===== src/rtl/bitop_pkg.sv =====
package bitop_pkg;
  localparam int unsigned DEF_DATA_W   = 16;
  localparam int unsigned DEF_NARROW_W = 8;
  localparam int unsigned DEF_CNT_W    = 8;
  localparam logic [3:0]  GROUP_NIBBLE = 4'b0001;

  typedef enum logic [1:0] {
    BK_TEST  = 2'b00,
    BK_CLEAR = 2'b01,
    BK_SET   = 2'b10,
    BK_FLIP  = 2'b11
  } bitkind_e;

  typedef enum logic [2:0] {
    FK_NONE    = 3'd0,
    FK_FLIP_CY = 3'd1,
    FK_CLR_CY  = 3'd2,
    FK_SET_CY  = 3'd3,
    FK_CLR_DIR = 3'd4,
    FK_SET_DIR = 3'd5
  } flagkind_e;

  typedef struct packed {
    logic      legal;
    logic      on_operand;
    logic      use_imm;
    logic      word;
    logic      slow;
    bitkind_e  kind;
    flagkind_e fkind;
  } bitop_dec_t;
endpackage


===== src/rtl/bitop_decode.sv =====
module bitop_decode
  import bitop_pkg::*;
(
  input  logic       prefixed,
  input  logic [7:0] code,
  output bitop_dec_t dec
);
  always_comb begin
    dec            = '0;
    dec.kind       = BK_TEST;
    dec.fkind      = FK_NONE;
    if (prefixed) begin
      if (code[7:4] == GROUP_NIBBLE) begin
        dec.legal      = 1'b1;
        dec.on_operand = 1'b1;
        dec.use_imm    = code[3];
        dec.word       = code[0];
        dec.kind       = bitkind_e'(code[2:1]);
      end
    end else begin
      case (code)
        8'hF5: begin dec.legal = 1'b1; dec.fkind = FK_FLIP_CY; end
        8'hF8: begin dec.legal = 1'b1; dec.fkind = FK_CLR_CY;  dec.slow = 1'b1; end
        8'hF9: begin dec.legal = 1'b1; dec.fkind = FK_SET_CY;  dec.slow = 1'b1; end
        8'hFC: begin dec.legal = 1'b1; dec.fkind = FK_CLR_DIR; dec.slow = 1'b1; end
        8'hFD: begin dec.legal = 1'b1; dec.fkind = FK_SET_DIR; dec.slow = 1'b1; end
        default: ;
      endcase
    end
  end
endmodule


===== src/rtl/bitop_alu.sv =====
module bitop_alu
  import bitop_pkg::*;
#(
  parameter int DATA_W   = DEF_DATA_W,
  parameter int NARROW_W = DEF_NARROW_W,
  parameter int CNT_W    = DEF_CNT_W,
  parameter int IDX_W    = $clog2(DEF_DATA_W)
) (
  input  logic              word,
  input  logic              use_imm,
  input  bitkind_e          kind,
  input  logic [IDX_W-1:0]  imm,
  input  logic [CNT_W-1:0]  count,
  input  logic [DATA_W-1:0] operand,
  output logic [DATA_W-1:0] new_val,
  output logic              sel_bit,
  output logic              top_bit,
  output logic              par_even
);
  localparam logic [IDX_W-1:0] NARROW_MASK = IDX_W'(NARROW_W - 1);

  function automatic logic [IDX_W-1:0] bit_index(input logic w, input logic from_imm,
                                                  input logic [IDX_W-1:0] iv,
                                                  input logic [CNT_W-1:0] cv);
    logic [IDX_W-1:0] raw;
    raw = from_imm ? iv : IDX_W'(cv % CNT_W'(DATA_W));
    return w ? raw : (raw & NARROW_MASK);
  endfunction

  function automatic logic [DATA_W-1:0] apply_kind(input bitkind_e k,
                                                    input logic [DATA_W-1:0] v,
                                                    input logic [IDX_W-1:0] ix);
    logic [DATA_W-1:0] sel;
    sel = {{(DATA_W-1){1'b0}}, 1'b1} << ix;
    case (k)
      BK_CLEAR: return v & ~sel;
      BK_SET:   return v | sel;
      BK_FLIP:  return v ^ sel;
      default:  return v;
    endcase
  endfunction

  logic [IDX_W-1:0] idx_w;

  always_comb begin
    idx_w    = bit_index(word, use_imm, imm, count);
    new_val  = apply_kind(kind, operand, idx_w);
    sel_bit  = operand[idx_w];
    top_bit  = word ? operand[DATA_W-1] : operand[NARROW_W-1];
    par_even = ~^operand[NARROW_W-1:0];
  end
endmodule


===== src/rtl/bitop_unit.sv =====
module bitop_unit
  import bitop_pkg::*;
#(
  parameter int DATA_W   = DEF_DATA_W,
  parameter int NARROW_W = DEF_NARROW_W,
  parameter int CNT_W    = DEF_CNT_W,
  parameter int IDX_W    = $clog2(DATA_W)
) (
  input  logic              clk,
  input  logic              rst_n,
  input  logic              op_valid,
  input  logic              op_prefixed,
  input  logic [7:0]        op_code,
  input  logic [IDX_W-1:0]  op_imm,
  input  logic [CNT_W-1:0]  op_count,
  input  logic [DATA_W-1:0] op_operand,
  output logic              op_busy,
  output logic              res_valid,
  output logic [DATA_W-1:0] res_data,
  output logic              res_wr_en,
  output logic              res_illegal,
  output logic              flag_cy,
  output logic              flag_dir,
  output logic              flag_z,
  output logic              flag_p,
  output logic              flag_s
);
  bitop_dec_t        dec;
  logic [DATA_W-1:0] alu_val_w;
  logic              alu_bit_w, alu_top_w, alu_par_w;
  logic              accept_w, is_test_w, slow_done_w;
  logic [4:0]        flags_w;
  flagkind_e         pend_q;

  bitop_decode u_dec (.prefixed(op_prefixed), .code(op_code), .dec(dec));

  bitop_alu #(.DATA_W(DATA_W), .NARROW_W(NARROW_W), .CNT_W(CNT_W), .IDX_W(IDX_W)) u_alu (
    .word(dec.word), .use_imm(dec.use_imm), .kind(dec.kind), .imm(op_imm),
    .count(op_count), .operand(op_operand), .new_val(alu_val_w),
    .sel_bit(alu_bit_w), .top_bit(alu_top_w), .par_even(alu_par_w)
  );

  assign accept_w    = op_valid && !op_busy;
  assign is_test_w   = dec.on_operand && (dec.kind == BK_TEST);
  assign slow_done_w = op_busy;
  assign flags_w     = {flag_cy, flag_dir, flag_z, flag_p, flag_s};

  always_ff @(posedge clk or negedge rst_n) begin
    if (!rst_n) begin
      op_busy     <= 1'b0;
      res_valid   <= 1'b0;
      res_data    <= '0;
      res_wr_en   <= 1'b0;
      res_illegal <= 1'b0;
      pend_q      <= FK_NONE;
      flag_cy     <= 1'b0;
      flag_dir    <= 1'b0;
      flag_z      <= 1'b0;
      flag_p      <= 1'b0;
      flag_s      <= 1'b0;
    end else begin
      res_valid   <= 1'b0;
      res_wr_en   <= 1'b0;
      res_illegal <= 1'b0;
      op_busy     <= 1'b0;
      if (slow_done_w) begin
        res_valid <= 1'b1;
        case (pend_q)
          FK_CLR_CY:  flag_cy  <= 1'b0;
          FK_SET_CY:  flag_cy  <= 1'b1;
          FK_CLR_DIR: flag_dir <= 1'b0;
          FK_SET_DIR: flag_dir <= 1'b1;
          default: ;
        endcase
      end else if (accept_w) begin
        res_data <= op_operand;
        if (!dec.legal) begin
          res_valid   <= 1'b1;
          res_illegal <= 1'b1;
        end else if (dec.on_operand) begin
          res_valid <= 1'b1;
          res_data  <= alu_val_w;
          res_wr_en <= !is_test_w;
          if (is_test_w) begin
            flag_z <= !alu_bit_w;
            flag_p <= alu_par_w;
            flag_s <= alu_top_w;
          end
        end else if (dec.slow) begin
          op_busy <= 1'b1;
          pend_q  <= dec.fkind;
        end else begin
          res_valid <= 1'b1;
          flag_cy   <= !flag_cy;
        end
      end
    end
  end

  assert_busy_one_cycle_R7: assert property (@(posedge clk) disable iff (!rst_n)
    op_busy |=> (!op_busy && res_valid));

  assert_fast_latency_R7: assert property (@(posedge clk) disable iff (!rst_n)
    (accept_w && !dec.slow) |=> (res_valid && !op_busy));

  assert_flags_kept_on_write_R5: assert property (@(posedge clk) disable iff (!rst_n)
    res_wr_en |-> (flags_w == $past(flags_w)));

  assert_illegal_quiet_R9: assert property (@(posedge clk) disable iff (!rst_n)
    res_illegal |-> (!res_wr_en && res_valid && flags_w == $past(flags_w)));

  assert_single_bit_R4: assert property (@(posedge clk) disable iff (!rst_n)
    (accept_w && dec.on_operand) |-> $onehot0(alu_val_w ^ op_operand));

  assert_test_no_write_R3: assert property (@(posedge clk) disable iff (!rst_n)
    (accept_w && is_test_w) |=> (!res_wr_en && res_data == $past(op_operand)));

  assert_busy_no_result_R8: assert property (@(posedge clk) disable iff (!rst_n)
    (op_busy && op_valid) |=> ($stable(flag_z) && $stable(flag_p) && $stable(flag_s)));
endmodule


===== config.mk =====
export PLATFORM = sky130hd
export DESIGN_NAME = bitop_unit
export DESIGN_NICKNAME = d
export VERILOG_FILES = /design/src/rtl/bitop_pkg.sv /design/src/rtl/bitop_decode.sv /design/src/rtl/bitop_alu.sv /design/src/rtl/bitop_unit.sv
export SDC_FILE = /design/constraint.sdc
export NUM_CORES = 1
export LEC_CHECK = 0
export ABC_AREA = 1
export BUFFER_PORTS_ARGS = -buffer_cell sky130_fd_sc_hd__buf_2
export CORE_ASPECT_RATIO = 2
export CORE_MARGIN = 2
export CORE_UTILIZATION = 45
export CTS_CLUSTER_SIZE = 10
export DETAILED_ROUTE_END_ITERATION = 8
export PLACE_DENSITY = 0.78
export SETUP_SLACK_MARGIN = 0.3
export SLEW_MARGIN = 10
export SYNTH_ARGS = -nofsm -noshare
export SYNTH_HDL_FRONTEND = slang
export SYNTH_SLANG_ARGS = --single-unit

===== constraint.sdc =====
create_clock -name clk -period 1.63 [get_ports clk]
set_input_delay 0.163 -clock clk [delete_from_list [all_inputs] [get_ports clk]]
set_output_delay 0.163 -clock clk [all_outputs]
set_load 0.05 [all_outputs]

==> results.md, run 1 <==
* Die Wd at 57.1 um
* Remaining global-route overflow at 0
* Synth cell types at 36
* Post-route minimum period at 1.89 ns
* CTS tree: done
* Max-slew headroom at 59.4%
* Chip Height at 110 um
* Final hold violations at 0
* FF-to-FF Start: op_busy
* Initial Util at 46.7%
* Initial antenna violation count at 0
* CP Data Arrival Time at 2.07 ns
* Worst skew pair latency at 0.28 ns
* Synthesized flop and latch total at 28
* ANT cells at 0
* Buf+Inv Stages, Crit Path at 5
* Final Max Tran Viols at 0
* Synth async-reset ratio at 100%
* Req. time, crit path at 1.81 ns
* Fin cells at 531
* CTS root buffer: clkbuf_8
* Crit path max-delay cell type: nor2_4
* Register area share after synthesis at 27.7%
* DRT Pass-1 Iters at 4
* RSZ-0062 raised after global routing: yes
* HPWL after DPL at 5920 um
* Clock Skew at 0.00400 ns
* Critical path type: input port to flip-flop
* DRC violations left at 0
* Critical path's largest stage delay at 0.28 ns
* # H-tree levels at 1
* Synth area leader: dfrtp_1
* Max Cap Viol at 0
* Pin count of the biggest net entering global routing at 29
* Ys flop type: dfrtp_1
* CTS sink count at 28
* Number of flops mapped to enable cells by yosys at 0
* Die footprint at 0.00628 sq mm
* Yosys top cell area share at 27.7%
* Via count at 2,824
* Post-route ant nets at 0
* Failing checks: setup timing
* Layout Nets at 544
* Syn_nets at 417
* Critical path startpoint category: input port
* Num CTS Buffers at 3
* Avg Cell Area, Syn at 7.34 sq um
* Cell area after synthesis at 0.00253 sq mm
* Worst path cell trace: buf_12, inv_12, nand2_4, nor2_4, nand2_4, inv_4, o211ai_1, nor2_4, buf_4, buf_6, nand3_2, ha_4, nand2_2, o21ai_2, a21oi_2, a21oi_2
* First DRT Iteration DRCs at 121
* Total power at 2.10 mW
* Most instantiated library cell after synthesis: nand2_1
* Vias in the first global route at 2,796
* Min-delay src: op_code[2]
* HP Class: input port to flip-flop
* Least-Margin Pin Slew at 0.609 ns
* Placed cells at 499
* Synth area leaders: dfrtp_1 (28%), ha_1 (16%), nand2_1 (15%), nand3_1 (6.7%), inv_1 (4.7%)
* Crit share post-route at 116%
* Core ar. at 0.00542 sq mm
* Run status: finished with violations
* I/O Buffers at 60
* Post-Route WL at 8220 um
* Largest delay contributor family on the critical path: simple AND/OR/NAND/NOR gates
* Final setup vio count at 17
* IO Pins at 65
* Crit. End Element: flip-flop
* Fmax at 0.528 GHz
* Synthesized instance count at 345
* Fin worst setup slack at -0.264 ns
* Synth top cells by count: nand2_1 (103), nand3_1 (34), ha_1 (32), inv_1 (32), dfrtp_1 (28)
* Largest fanout on the critical path at 5
* Yosys warnings at 0
* WL/cell at 15.5 um
* Share of layout cells above drive strength 1 at 43.3%
* Routability cong. at 0.909
* Tot GR Track Use at 25.8%
* Leak pwr at 1.95 nW
* Area added between synthesis and finish at 57.3%
* Worst setup startpoint: op_code[5]
* Clock slew at reported path FFs at 0.09 ns
* Max clock buf depth at 2
* Peak VDD IR at 0.000680 V
* First-pass GRT wire length at 12,800 um
* Vias/cell at 5.32
* Std cell rows at 38
* P per Cell Area at 526 mW/mm^2
routing by layer:
layer / GRT usage [%] / wire, um / vias up / share of wire, %
li1: - / - / 1384 / -
met1: 26.9 / 2990 / 1338 / 36
met2: 49.8 / 4690 / 81 / 57
met3: 1.28 / 293 / 21 / 3.6
met4: 14.3 / 237 / 0 / 2.9
met5: 0 / 0 / - / 0
what timing repair did:
item | in CTS | in global routing
gates cloned | 1 | 0
hold buffers | 1 | 0
resized for setup | 49 | 24
pin swaps | 35 | 17
endpoints found under the setup margin | 19 | 22
buffers inserted | 17 | 9
endpoints found under the hold margin | 28 | 0
final cells by class:
type                       instances  area (sq um)
timing repair buffer             128           947
clock buffer                       4          45.0
sequential                        28           702
tap                               60          75.1
fill                             394          1440
inverter                          39           170
multi-input combinational        272          2050
power breakdown:
group | switching [mW] | internal [mW]
logic | 0.602 | 0.304
clock network | 0.215 | 0.176
registers | 0.0359 | 0.765
worst paths after layout:
kind	slack, ns	depth (start not counted)	to
min in group asynchronous	0.42	2	res_data[3]
worst max register to register	0.36	6	pend_q[0]
worst min register to register	0.47	2	res_data[2]
worst min-delay path	0.19	3	pend_q[2]
max in group asynchronous	0.79	2	op_busy
worst max-delay path	-0.26	16	res_data[13]
logic make-up (layout without fill, tap and decap cells):
family	Yosys count	count (layout)	share of synthesized area [%]
and+or+nand+nor	172	173	33.5
AOI/OAI and AO/OA	59	59	12.4
buffers and inverters	46	171	7.80
adders and majority gates	32	32	15.8
DFF	28	28	27.7
xor gates and xnor gates	7	7	2.42
muxes	1	1	0.395
worst min-delay path, cell delays in order:
cell and delay (ns):
buf_2 0.15, nand3_1 0.09, nand2_1 0.05
stage by stage:
step	hold WS (ns)	utilization [%]	cell area, sq um	TNS, ns	setup slack, ns
final	0.192	73.5	3990	-3.25	-0.264
after global routing	0.219	73.5	3990	-5.73	-0.440
after CTS	0.192	70.1	3800	-2.69	-0.202
after detailed placement	0.204	60.8	3290	-9.68	-0.652
after global placement	0.197	60.8	3290	-8.64	-0.582
after floorplan	-0.133	-	2610	-3.68	-0.280
registers in the layout, summed over array words and instances, names as in the netlist:
register / count
res_data: 16
pend_q: 3
flag_cy: 1
flag_dir: 1
flag_p: 1
flag_s: 1
flag_z: 1
op_busy: 1
res_illegal: 1
res_valid: 1
res_wr_en: 1
cell usage in the layout (no fill, tap or decap), types with 2 or more instances in the layout:
cell      count
a21oi_1      16
a21oi_2       2
buf_12        7
buf_2        58
buf_4        51
buf_6        11
clkbuf_8      3
dfrtp_1      27
ha_1         18
ha_4         14
inv_1        29
inv_2         4
inv_4         4
nand2_1      98
nand2_2       5
nand2_4       6
nand3_1      17
nand3_2      11
nand3_4       8
nand4_1       2
nor2_1        9
nor2_4        9
nor2_8        2
nor3_1        2
o211ai_1      4
o21ai_0       5
o21ai_1      27
xnor2_1       5
xor2_1        2
(Power assumes the default switching activity.)
==> run 2, diff against run 1 <==
--- a/config.mk
+++ b/config.mk
@@ -6,12 +6,12 @@
 export NUM_CORES = 1
 export LEC_CHECK = 0
 export ABC_AREA = 1
-export BUFFER_PORTS_ARGS = -buffer_cell sky130_fd_sc_hd__buf_2
 export CORE_ASPECT_RATIO = 2
 export CORE_MARGIN = 2
-export CORE_UTILIZATION = 45
+export CORE_UTILIZATION = 55
 export CTS_CLUSTER_SIZE = 10
 export DETAILED_ROUTE_END_ITERATION = 8
+export DONT_BUFFER_PORTS = 1
 export PLACE_DENSITY = 0.78
 export SETUP_SLACK_MARGIN = 0.3
 export SLEW_MARGIN = 10
==> run 2 against run 1 <==
The flow still finishes with violations (setup timing). Maximum frequency decreased by 3.0%. Final area shrank 10%. Critical path depth up 2. Via count is 2.8% lower. Global-route usage is 3.4 points higher. Clock power grew 4%. Non-clock buffer count is 65 lower. Total power down 4.4%. Hold slack got worse by 0.18 ns. Cell count shrank 13%. Sequential share of layout area up 2.0 points. Largest cell class unchanged. Highest routed layer unchanged.
==> results.md, run 2 (synthesis results as in run 1) <==
* Run status: finished with violations
* Failing checks: setup timing
* Clock slew at reported path FFs at 0.10 ns
* Most frequent cells in the layout: nand2_1 (97), buf_4 (48), inv_1 (29)
* Leak pwr at 1.66 nW
* ANT cells at 0
* Final setup vio count at 17
* Tot GR Track Use at 29.2%
* CP Data Arrival Time at 2.13 ns
* IO Pins at 65
* Total power at 2.01 mW
* RSZ-0062 raised after global routing: yes
* Top flop regs: res_data: 16 flops, pend_q: 3 flops
* Max clock buf depth at 2
* Post-route minimum period at 1.95 ns
* Multi-input combinational cell area at 0.00200 sq mm
* Leading cell type in the layout, fill and taps excluded: nand2_1
* Crit. End Element: flip-flop
* Fmax at 0.512 GHz
* Combinational share of power at 29.0%
* Initial Util at 56.2%
* Die Wd at 52.0 um
* Sw frac at 41.1%
* Post-route ant nets at 0
* Initial antenna violation count at 0
* First DRT Iteration DRCs at 140
* Least-Margin Pin Slew at 0.544 ns
* Via count at 2,745
* CTS sink count at 28
* Setup_tns at -3.16 ns
* P per Cell Area at 561 mW/mm^2
* HP Class: input port to flip-flop
* Routability cong. at 0.882
* # H-tree levels at 1
* First-pass GRT wire length at 11,900 um
* CTS tree: done
* HPWL after DPL at 5200 um
* Crit-path most repeated cell: nand2_4
* Pin count of the biggest net entering global routing at 29
* CTS root buffer: clkbuf_8
* Worst path cell trace: clkinv_16, nand2_4, nor2_4, nand3_4, buf_12, nand2_4, nand2_4, buf_6, nor2_4, buf_6, nand3_4, ha_4, nand2_2, o21ai_2, a21oi_1, o21ai_1, nand2_1, nand2_1
* Internal power at 1.18 mW
* Core ar. at 0.00451 sq mm
* Die footprint at 0.00520 sq mm
* DRT Pass-1 Iters at 5
* WL/cell at 18.5 um
* Sequential power share at 50.8%
* I/O Buffers at 0
* Req. time, crit path at 1.81 ns
* Critical path type: input port to flip-flop
* Largest delay contributor family on the critical path: simple AND/OR/NAND/NOR gates
* Final Max Tran Viols at 0
* Storage element area at 702 sq um
* Crit share post-route at 120%
* # fillers at 259
* Num CTS Buffers at 3
* Final hold violations at 0
* Buf+Inv Stages, Crit Path at 4
* Vias/cell at 5.97
* Std cell rows at 35
* Peak VDD IR at 0.000547 V
* Max-slew headroom at 63.4%
* Largest Register: res_data
* Area added between synthesis and finish at 41.0%
* Critical path's largest stage delay at 0.24 ns
* Fin worst setup slack at -0.322 ns
* Crit path max-delay cell type: ha_4
* Worst skew pair latency at 0.29 ns
* Chip Height at 100 um
* Max Cap Viol at 0
* Switching pwr at 0.824 mW
* Clk pwr share at 20.2%
* DRC violations left at 0
* Critical path startpoint category: input port
* Layout Nets at 478
* Max FFs per register at 16
* Clock Skew at 0.00958 ns
* Post-Route WL at 8500 um
* Remaining global-route overflow at 0
* Largest fanout on the critical path at 5
* Share of layout cells above drive strength 1 at 33.3%
* Post-layout util at 79.2%
* Vias in the first global route at 2,617
run 2: changes by cell type in the layout (fill, tap and decap cells not counted), sizes merged:
cell / delta
buf: -65
clkinv: +1
inv: -1
nor2: -1
run 2: final timing paths:
kind,to,slack (ns),cells after the start,startpoint
max,res_data[15],-0.32,18,op_code[5]
min,pend_q[2],0.01,2,op_code[2]
max reg2reg,pend_q[0],0.32,6,op_busy
min reg2reg,flag_cy,0.52,2,flag_cy
max in group asynchronous,res_data[5],1.16,2,rst_n
min in group asynchronous,pend_q[1],0.30,2,rst_n
run 2: routing by layer:
layer / part of all wire [%] / up-vias / GRT usage [%]
li1: - / 1244 / -
met1: 35 / 1292 / 33.9
met2: 54 / 171 / 51.7
met3: 6.6 / 38 / 3.42
met4: 4.2 / 0 / 12.6
met5: 0 / - / 0
run 2: per-stage QoR:
| step | cell area, sq um | hold WS, ns | std cells | setup WS (ns) |
|---|---|---|---|---|
| 2_1_floorplan | 2610 | -0.133 | 345 | -0.280 |
| 3_3_place_gp | 2930 | -0.132 | 433 | -0.345 |
| 3_5_place_dp | 2930 | -0.132 | 433 | -0.438 |
| 4_1_cts | 3190 | 0.0255 | 445 | -0.0957 |
| 5_1_grt | 3570 | 0.0326 | 460 | -0.435 |
| 6_report | 3570 | 0.0119 | 460 | -0.322 |
run 2: final cells by class:
type                    instances  area share [%]
clock buffers                   4            1.26
inverters                      39            5.32
multi-input cells             271            55.8
flip-flops and latches         28            19.6
well taps                      55            1.93
repair buffers                 63            16.0
run 2: power groups by stage:
stage               logic [mW]  clock network (mW)  registers, mW
finish                   0.581               0.405           1.02
global route             0.629               0.420           1.03
CTS                      0.484               0.388           1.02
detailed placement       0.430                   0           1.03
global placement         0.411                   0           1.03
floorplan                0.283                   0           1.05
run 2: worst register-to-register path, stage by stage, from the launching register on:
cell     delay (ns)
dfrtp_2        0.47
buf_12         0.17
inv_4          0.06
nand2_4        0.06
nor2_4         0.16
mux2i_1        0.23
inv_1          0.06
run 2: timing repair:
action | 4_1_cts | 5_1_grt
setup buffers | 6 | 15
hold endpoints to repair | 28 | 0
setup endpoints to repair | 17 | 22
gates resized for setup | 20 | 47
hold buffers | 2 | 0
pin swaps | 18 | 30
